`src/rtl/hybrid_prefix_adder.sv`:
```
module hybrid_prefix_adder #(
  parameter int WIDTH = 64
) (
  input  logic [WIDTH-1:0] op_a,
  input  logic [WIDTH-1:0] op_b,
  output logic [WIDTH-1:0] sum,
  output logic             carry_out
);
  localparam int LEVELS = $clog2(WIDTH);

  logic [WIDTH-1:0] gen_t [LEVELS+1];
  logic [WIDTH-1:0] prp_t [LEVELS+1];

  assign gen_t[0] = op_a & op_b;
  assign prp_t[0] = op_a ^ op_b;

  for (genvar i = 0; i < WIDTH; i++) begin : g_lvl1
    if (i == 0) begin : g_pass
      assign gen_t[1][i] = gen_t[0][i];
      assign prp_t[1][i] = prp_t[0][i];
    end else if (i == 1) begin : g_gray
      assign gen_t[1][i] = gen_t[0][i] | (prp_t[0][i] & gen_t[0][i-1]);
      assign prp_t[1][i] = 1'b0;
    end else begin : g_black
      assign gen_t[1][i] = gen_t[0][i] | (prp_t[0][i] & gen_t[0][i-1]);
      assign prp_t[1][i] = prp_t[0][i] & prp_t[0][i-1];
    end
  end

  for (genvar l = 2; l <= LEVELS; l++) begin : g_lvl
    localparam int BLK  = 1 << l;
    localparam int HALF = 1 << (l - 1);
    for (genvar i = 0; i < WIDTH; i++) begin : g_col
      localparam int POS  = i % BLK;
      localparam int BASE = i - POS;
      localparam int SRC  = BASE + HALF - 1;
      if (POS < HALF) begin : g_pass
        assign gen_t[l][i] = gen_t[l-1][i];
        assign prp_t[l][i] = prp_t[l-1][i];
      end else if (BASE == 0) begin : g_gray
        assign gen_t[l][i] = gen_t[l-1][i] | (prp_t[l-1][i] & gen_t[l-1][SRC]);
        assign prp_t[l][i] = 1'b0;
      end else begin : g_black
        assign gen_t[l][i] = gen_t[l-1][i] | (prp_t[l-1][i] & gen_t[l-1][SRC]);
        assign prp_t[l][i] = prp_t[l-1][i] & prp_t[l-1][SRC];
      end
    end
  end

  assign sum       = prp_t[0] ^ {gen_t[LEVELS][WIDTH-2:0], 1'b0};
  assign carry_out = gen_t[LEVELS][WIDTH-1];
endmodule

```
`config.mk`:
```
export PLATFORM = sky130hd
export DESIGN_NAME = hybrid_prefix_adder
export DESIGN_NICKNAME = d
export VERILOG_FILES = /design/src/rtl/hybrid_prefix_adder.sv
export SDC_FILE = /design/constraint.sdc
export NUM_CORES = 1
export LEC_CHECK = 0
export ABC_AREA = 1
export BUFFER_PORTS_ARGS = -buffer_cell sky130_fd_sc_hd__buf_4
export CAP_MARGIN = 0
export CORE_MARGIN = 2
export CORE_UTILIZATION = 49
export DETAILED_ROUTE_END_ITERATION = 8
export GPL_TIMING_DRIVEN = 0
export PLACE_DENSITY = 0.93
export SLEW_MARGIN = 20
export SYNTH_ARGS = -nofsm -noshare
export SYNTH_HDL_FRONTEND = slang
export SYNTH_SLANG_ARGS = --single-unit
```
`constraint.sdc`:
```
create_clock -name vclk -period 2.6
set_input_delay 0.26 -clock vclk [all_inputs]
set_output_delay 0.26 -clock vclk [all_outputs]
set_load 0.05 [all_outputs]
```
==> results.md, run 1 <==
- Top post-synthesis cells by area: nand2_1, ha_1, inv_1
- All-layer global routing usage: 0.2442
- Unrepaired setup endpoints after global routing: no
- Status: finished clean
- Die H: 93.34 um
- Global-route wire length before repair: 18.40 mm
- Hold Buf Count CTS: 0
- Synth cell types: 28
- Minimum clock period: 2.471 ns
- Max cap viols: 0
- Iter 0 DRT Violations: 206
- Post-Synthesis Cells: 755
- Worst setup SP type: input pin
- Worst-path maximum fanout: 10
- Die X: 93.34 um
- Boundary pin count: 193
- Fin Setup TNS: 0 ns
- Antenna violations before repair: 0
- FF+latch area: 0 sq um
- Synthesis warning total: 0
- Clock Buffer Count: 0
- DR pass1 iterations: 4
- CP arrival: 2.21 ns
- # rows: 32
- CP Capture Type: primary output
- Final setup viols: 0
- Req. time, crit path: 2.34 ns
- Worst IR Drop VDD: 0.0003322 V
- Non-filler instance count after layout: 1055
- Kind of critical path: in -> out
- DP Wirelength: 9.756 mm
- Pins over their slew limit: 0
- Vias in the first global route: 4474
- Syn nets: 948
- Post-route ant nets: 0
- Synth top area share: 0.2917
- Highest Clock Rate: 404.7 MHz
- Hold path cells: 3
- Post-synthesis cell area: 3911 sq um
- Hold Crit Class: in -> out
- Slew HR: 0.6859
- Pwr Total: 2.111 mW
- Antenna cells: 0
- Vias/cell: 4.814
- Avg WL per Cell: 10.82 um
- Nets: 1148
- PortBufs: 193
- Routed via count: 5079
- Least-Margin Pin Slew: 0.4669 ns
- Number of remaining DRC errors: 0
- Final hold viol count: 0
- GPL Wtd Cong: 0.8658
- Pin count of the biggest net entering global routing: 11
- Pwr dens: 374.4 nW/um^2
- Multi-input gate area: 3413 sq um
- Layout cells sized above 1: 0.2728
- Core area: 7727 sq um
- Inst Count DP: 1050
- Initial core utilization: 0.5062
- Die footprint: 8712 sq um
- Num sequential: 0
- Sequential area share after synthesis: 0
- P&R area growth vs syn: 44.18%
- GRT overflow: 0
- Fill cell count: 666
- Avg Inst Size Synth: 5.180 sq um
- Final WL: 11.41 mm
- Leakage power: 3.637 nW
- Part of the cycle the worst path needs: 0.9505
- Cell accounting for the most synthesized area: nand2_1
power breakdown:
| group | switching (mW) | internal [mW] | leakage, nW |
|---|---|---|---|
| Combinational | 1.38 | 0.734 | 3.64 |
| Sequential | 0 | 0 | 0 |
| Clock | 0 | 0 | 0 |
cell usage in the layout, fill, tap and decap left out, types with 2 or more instances in the layout:
cell type / instances
buf_8: 2
a21oi_1: 57
a21o_1: 4
nand2_1: 303
buf_4: 193
nand2_4: 7
nor4_1: 2
nand2_2: 20
inv_1: 131
inv_2: 2
xor2_1: 17
nor3_1: 13
nor2_1: 45
a21oi_2: 10
nand3_1: 53
clkbuf_16: 2
nor2_2: 7
xnor2_1: 2
nand3_2: 2
buf_6: 4
ha_2: 2
ha_1: 62
synth_stat cells (2+ instances only):
cell type and count:
nor3_1 13, inv_1 131, inv_2 2, nand2_4 5, nor2_2 6, xor2_1 18, nor2_1 47, buf_6 3
nor4_1 2, nand2_2 22, nand3_1 54, a21o_1 4, nand2_1 304, ha_1 64, a21oi_1 58, xnor2_1 2
a21oi_2 9
per-stage QoR:
step / instance area [sq um] / utilization / setup WS, ns / hold WS [ns]
global route: 5639 / 0.7298 / 0.0005536 / 0.9441
global placement: 5500 / 0.7118 / 0.01242 / 0.8870
floorplan: 3924 / - / 0.07013 / 0.8927
CTS: 5510 / 0.7131 / 0.05667 / 0.9329
finish: 5639 / 0.7298 / 0.1288 / 0.9364
detailed placement: 5500 / 0.7118 / -0.02587 / 0.9329
final timing paths:
kind / startpoint / end / slack (ns)
worst min-delay path: op_b[0] / sum[0] / 0.94
worst max-delay path: op_a[0] / sum[59] / 0.13
logic make-up after synthesis:
logic type	synth area share
and+or+nand+nor	0.4965
buffers and inverters	0.1427
AOI/OAI and AO/OA	0.1062
adders and majority gates	0.2099
xor gates and xnor gates	0.04479
worst max-delay path, stage by stage:
cell and delay, ns:
buf_4 0.12, ha_2 0.20, fa_2 0.38, nand2_1 0.07, nand2_1 0.08, nand3_2 0.10, nand2_4 0.08, nand2_4 0.07
nand2_4 0.07, nand2_4 0.09, nand2_8 0.09, buf_8 0.16, nand2_1 0.09, nand2_1 0.06, nand2_1 0.05, nand2_1 0.04
buf_4 0.18
area by class of cell:
| class | count | share of cell area |
|---|---|---|
| multi-input cells | 617 | 0.6053 |
| plain buffers | 5 | 0.01176 |
| repair buffers | 198 | 0.2718 |
| well taps | 102 | 0.02263 |
| inverters | 133 | 0.08853 |
what timing repair did:
item	in CTS	in global routing
cloned	0	2
setup endpoints to repair	6	32
gates resized for setup	3	13
pin swaps	0	2
hold endpoints to repair	0	0
buffers inserted	0	3
layer usage:
| layer | vias to the layer above | part of all wire | GRT usage |
|---|---|---|---|
| met5 | - | 0 | 0 |
| met4 | 0 | 0.013 | 0.03799 |
| met3 | 14 | 0.070 | 0.03465 |
| met2 | 147 | 0.49 | 0.4592 |
| met1 | 2157 | 0.43 | 0.2969 |
| li1 | 2761 | - | - |
No activity file was read; power rests on OpenSTA's default activity.
==> run 2, diff against run 1 <==
--- a/config.mk
+++ b/config.mk
@@ -11,6 +11,6 @@
 export CORE_MARGIN = 2
-export CORE_UTILIZATION = 49
+export CORE_UTILIZATION = 37
 export DETAILED_ROUTE_END_ITERATION = 8
 export GPL_TIMING_DRIVEN = 0
-export PLACE_DENSITY = 0.93
+export PLACE_DENSITY = 0.75
 export SLEW_MARGIN = 20
==> constraint.sdc (replaced) <==
create_clock -name vclk -period 2.45
set_input_delay 0.245 -clock vclk [all_inputs]
set_output_delay 0.245 -clock vclk [all_outputs]
set_load 0.02 [all_outputs]
==> results.md, run 2 (synthesized netlist as in run 1, its figures left out) <==
- DP Worst Slack: -0.07748 ns
- Fill cell count: 1088
- Worst setup path endpoint: sum[46]
- Part of the cycle the worst path needs: 0.9578
- Most frequent cells in the layout: nand2_1, buf_4, inv_1
- Layout cells sized above 1: 0.3014
- Req. time, crit path: 2.20 ns
- Worst IR Drop VDD: 0.0001722 V
- Iter 0 DRT Violations: 164
- Highest Clock Rate: 426.1 MHz
- Routed via count: 5060
- Worst-path maximum fanout: 5
- Die footprint: 11410 sq um
- Antenna cells: 0
- Hold Buf Count CTS: 0
- Final WS setup: 0.1033 ns
- Worst setup SP type: input pin
- Vias/cell: 4.621
- Clock Buffer Count: 0
- Nets: 1154
- CP arrival: 2.10 ns
- Pins over their slew limit: 0
- Most common cell after layout, fill and taps aside: nand2_1
- Crit path launch: op_a[0]
- DP Wirelength: 9.810 mm
- Slew HR: 0.6735
- Leakage power: 3.675 nW
- Final core area utilization: 0.5685
- Final WL: 11.62 mm
- Die X: 106.8 um
- Vias in the first global route: 4428
- Avg WL per Cell: 10.61 um
- Pin count of the biggest net entering global routing: 11
- Max cap viols: 0
- Kind of critical path: in -> out
- Status: finished clean
- GRT overflow: 0
- FF+latch area: 0 sq um
- Die H: 106.8 um
- Worst Hold Launch: op_b[0]
- Minimum clock period: 2.347 ns
- GPL Wtd Cong: 0.8987
- Least-Margin Pin Slew: 0.4852 ns
- All-layer global routing usage: 0.1855
- CP Capture Type: primary output
- Initial core utilization: 0.3806
- Final setup viols: 0
- Hold Crit Class: in -> out
- Antenna violations before repair: 0
- Boundary pin count: 193
- Pwr dens: 309.9 nW/um^2
- P&R area growth vs syn: 49.39%
- Num sequential: 0
- Global-route wire length before repair: 18.40 mm
- DR pass1 iterations: 5
- Final hold viol count: 0
- PortBufs: 193
- # rows: 37
- Number of remaining DRC errors: 0
- Post-route ant nets: 0
- Core area: 10280 sq um
run 2: cell types whose count changed in the layout (fill, tap and decap cells not counted), moves of 2 or more:
| cell | before | now |
|---|---|---|
| a21oi_2 | 10 | 12 |
| buf_6 | 4 | 6 |
| nor2_1 | 45 | 43 |
| nand3_2 | 2 | 0 |
| nand2_1 | 303 | 287 |
| nor3_2 | 1 | 5 |
| nand2_2 | 20 | 37 |
| a21oi_1 | 57 | 54 |
| nor3_1 | 13 | 9 |
| buf_4 | 193 | 195 |
run 2: final cells by class:
class | count | area, sq um | area share
Multi-Input combinational cell | 618 | 3512 | 0.6011
Timing Repair Buffer | 203 | 1595 | 0.2730
Inverter | 133 | 499.2 | 0.08544
Tap cell | 136 | 170.2 | 0.02912
Buffer | 5 | 66.31 | 0.01135
run 2: per-stage QoR:
step	setup TNS, ns	total power, mW	area (sq um)	hold slack (ns)	instances
after floorplan	0	1.065	3911	0.6898	755
after global placement	-0.9456	1.696	5530	0.7986	1084
after detailed placement	-0.9767	1.707	5530	0.8068	1084
after CTS	0	1.718	5540	0.8073	1085
after global routing	-0.1792	1.997	5843	0.8282	1095
final	0	1.811	5843	0.8230	1095
run 2: layer usage:
layer  wire length (um)  global-route usage
met2               5611              0.3439
met1               5079              0.2357
met4                203             0.02041
met3                723             0.02249
met5                  0                   0
run 2: worst min path at each step:
stage,end,depth (start not counted)
finish,sum[0],3
global route,sum[0],3
CTS,sum[0],3
detailed placement,sum[0],3
global placement,sum[0],3
floorplan,sum[0],1
run 2: timing repair:
| action | CTS | global route |
|---|---|---|
| gates resized for setup | 1 | 46 |
| buffers inserted | 1 | 6 |
| cloned | 0 | 4 |
| pin swaps | 1 | 8 |
| setup endpoints to repair | 29 | 31 |
run 2: worst max-delay path, stage by stage:
cell and delay, ns:
buf_4 0.11, ha_2 0.18, fa_2 0.38, nand2_1 0.07, nand2_1 0.05, nand3_1 0.08, nand2_2 0.07, nand2_2 0.08
nand2_4 0.08, nand2_8 0.11, nand2_8 0.09, clkbuf_16 0.18, nand2_2 0.06, nand2_1 0.05, nand2_1 0.06, nand2_1 0.07
buf_6 0.13
run 2: power by group:
part | internal [mW] | switching, mW
Clock | 0 | 0
Sequential | 0 | 0
Combinational | 0.794 | 1.02
Total | 0.794 | 1.02
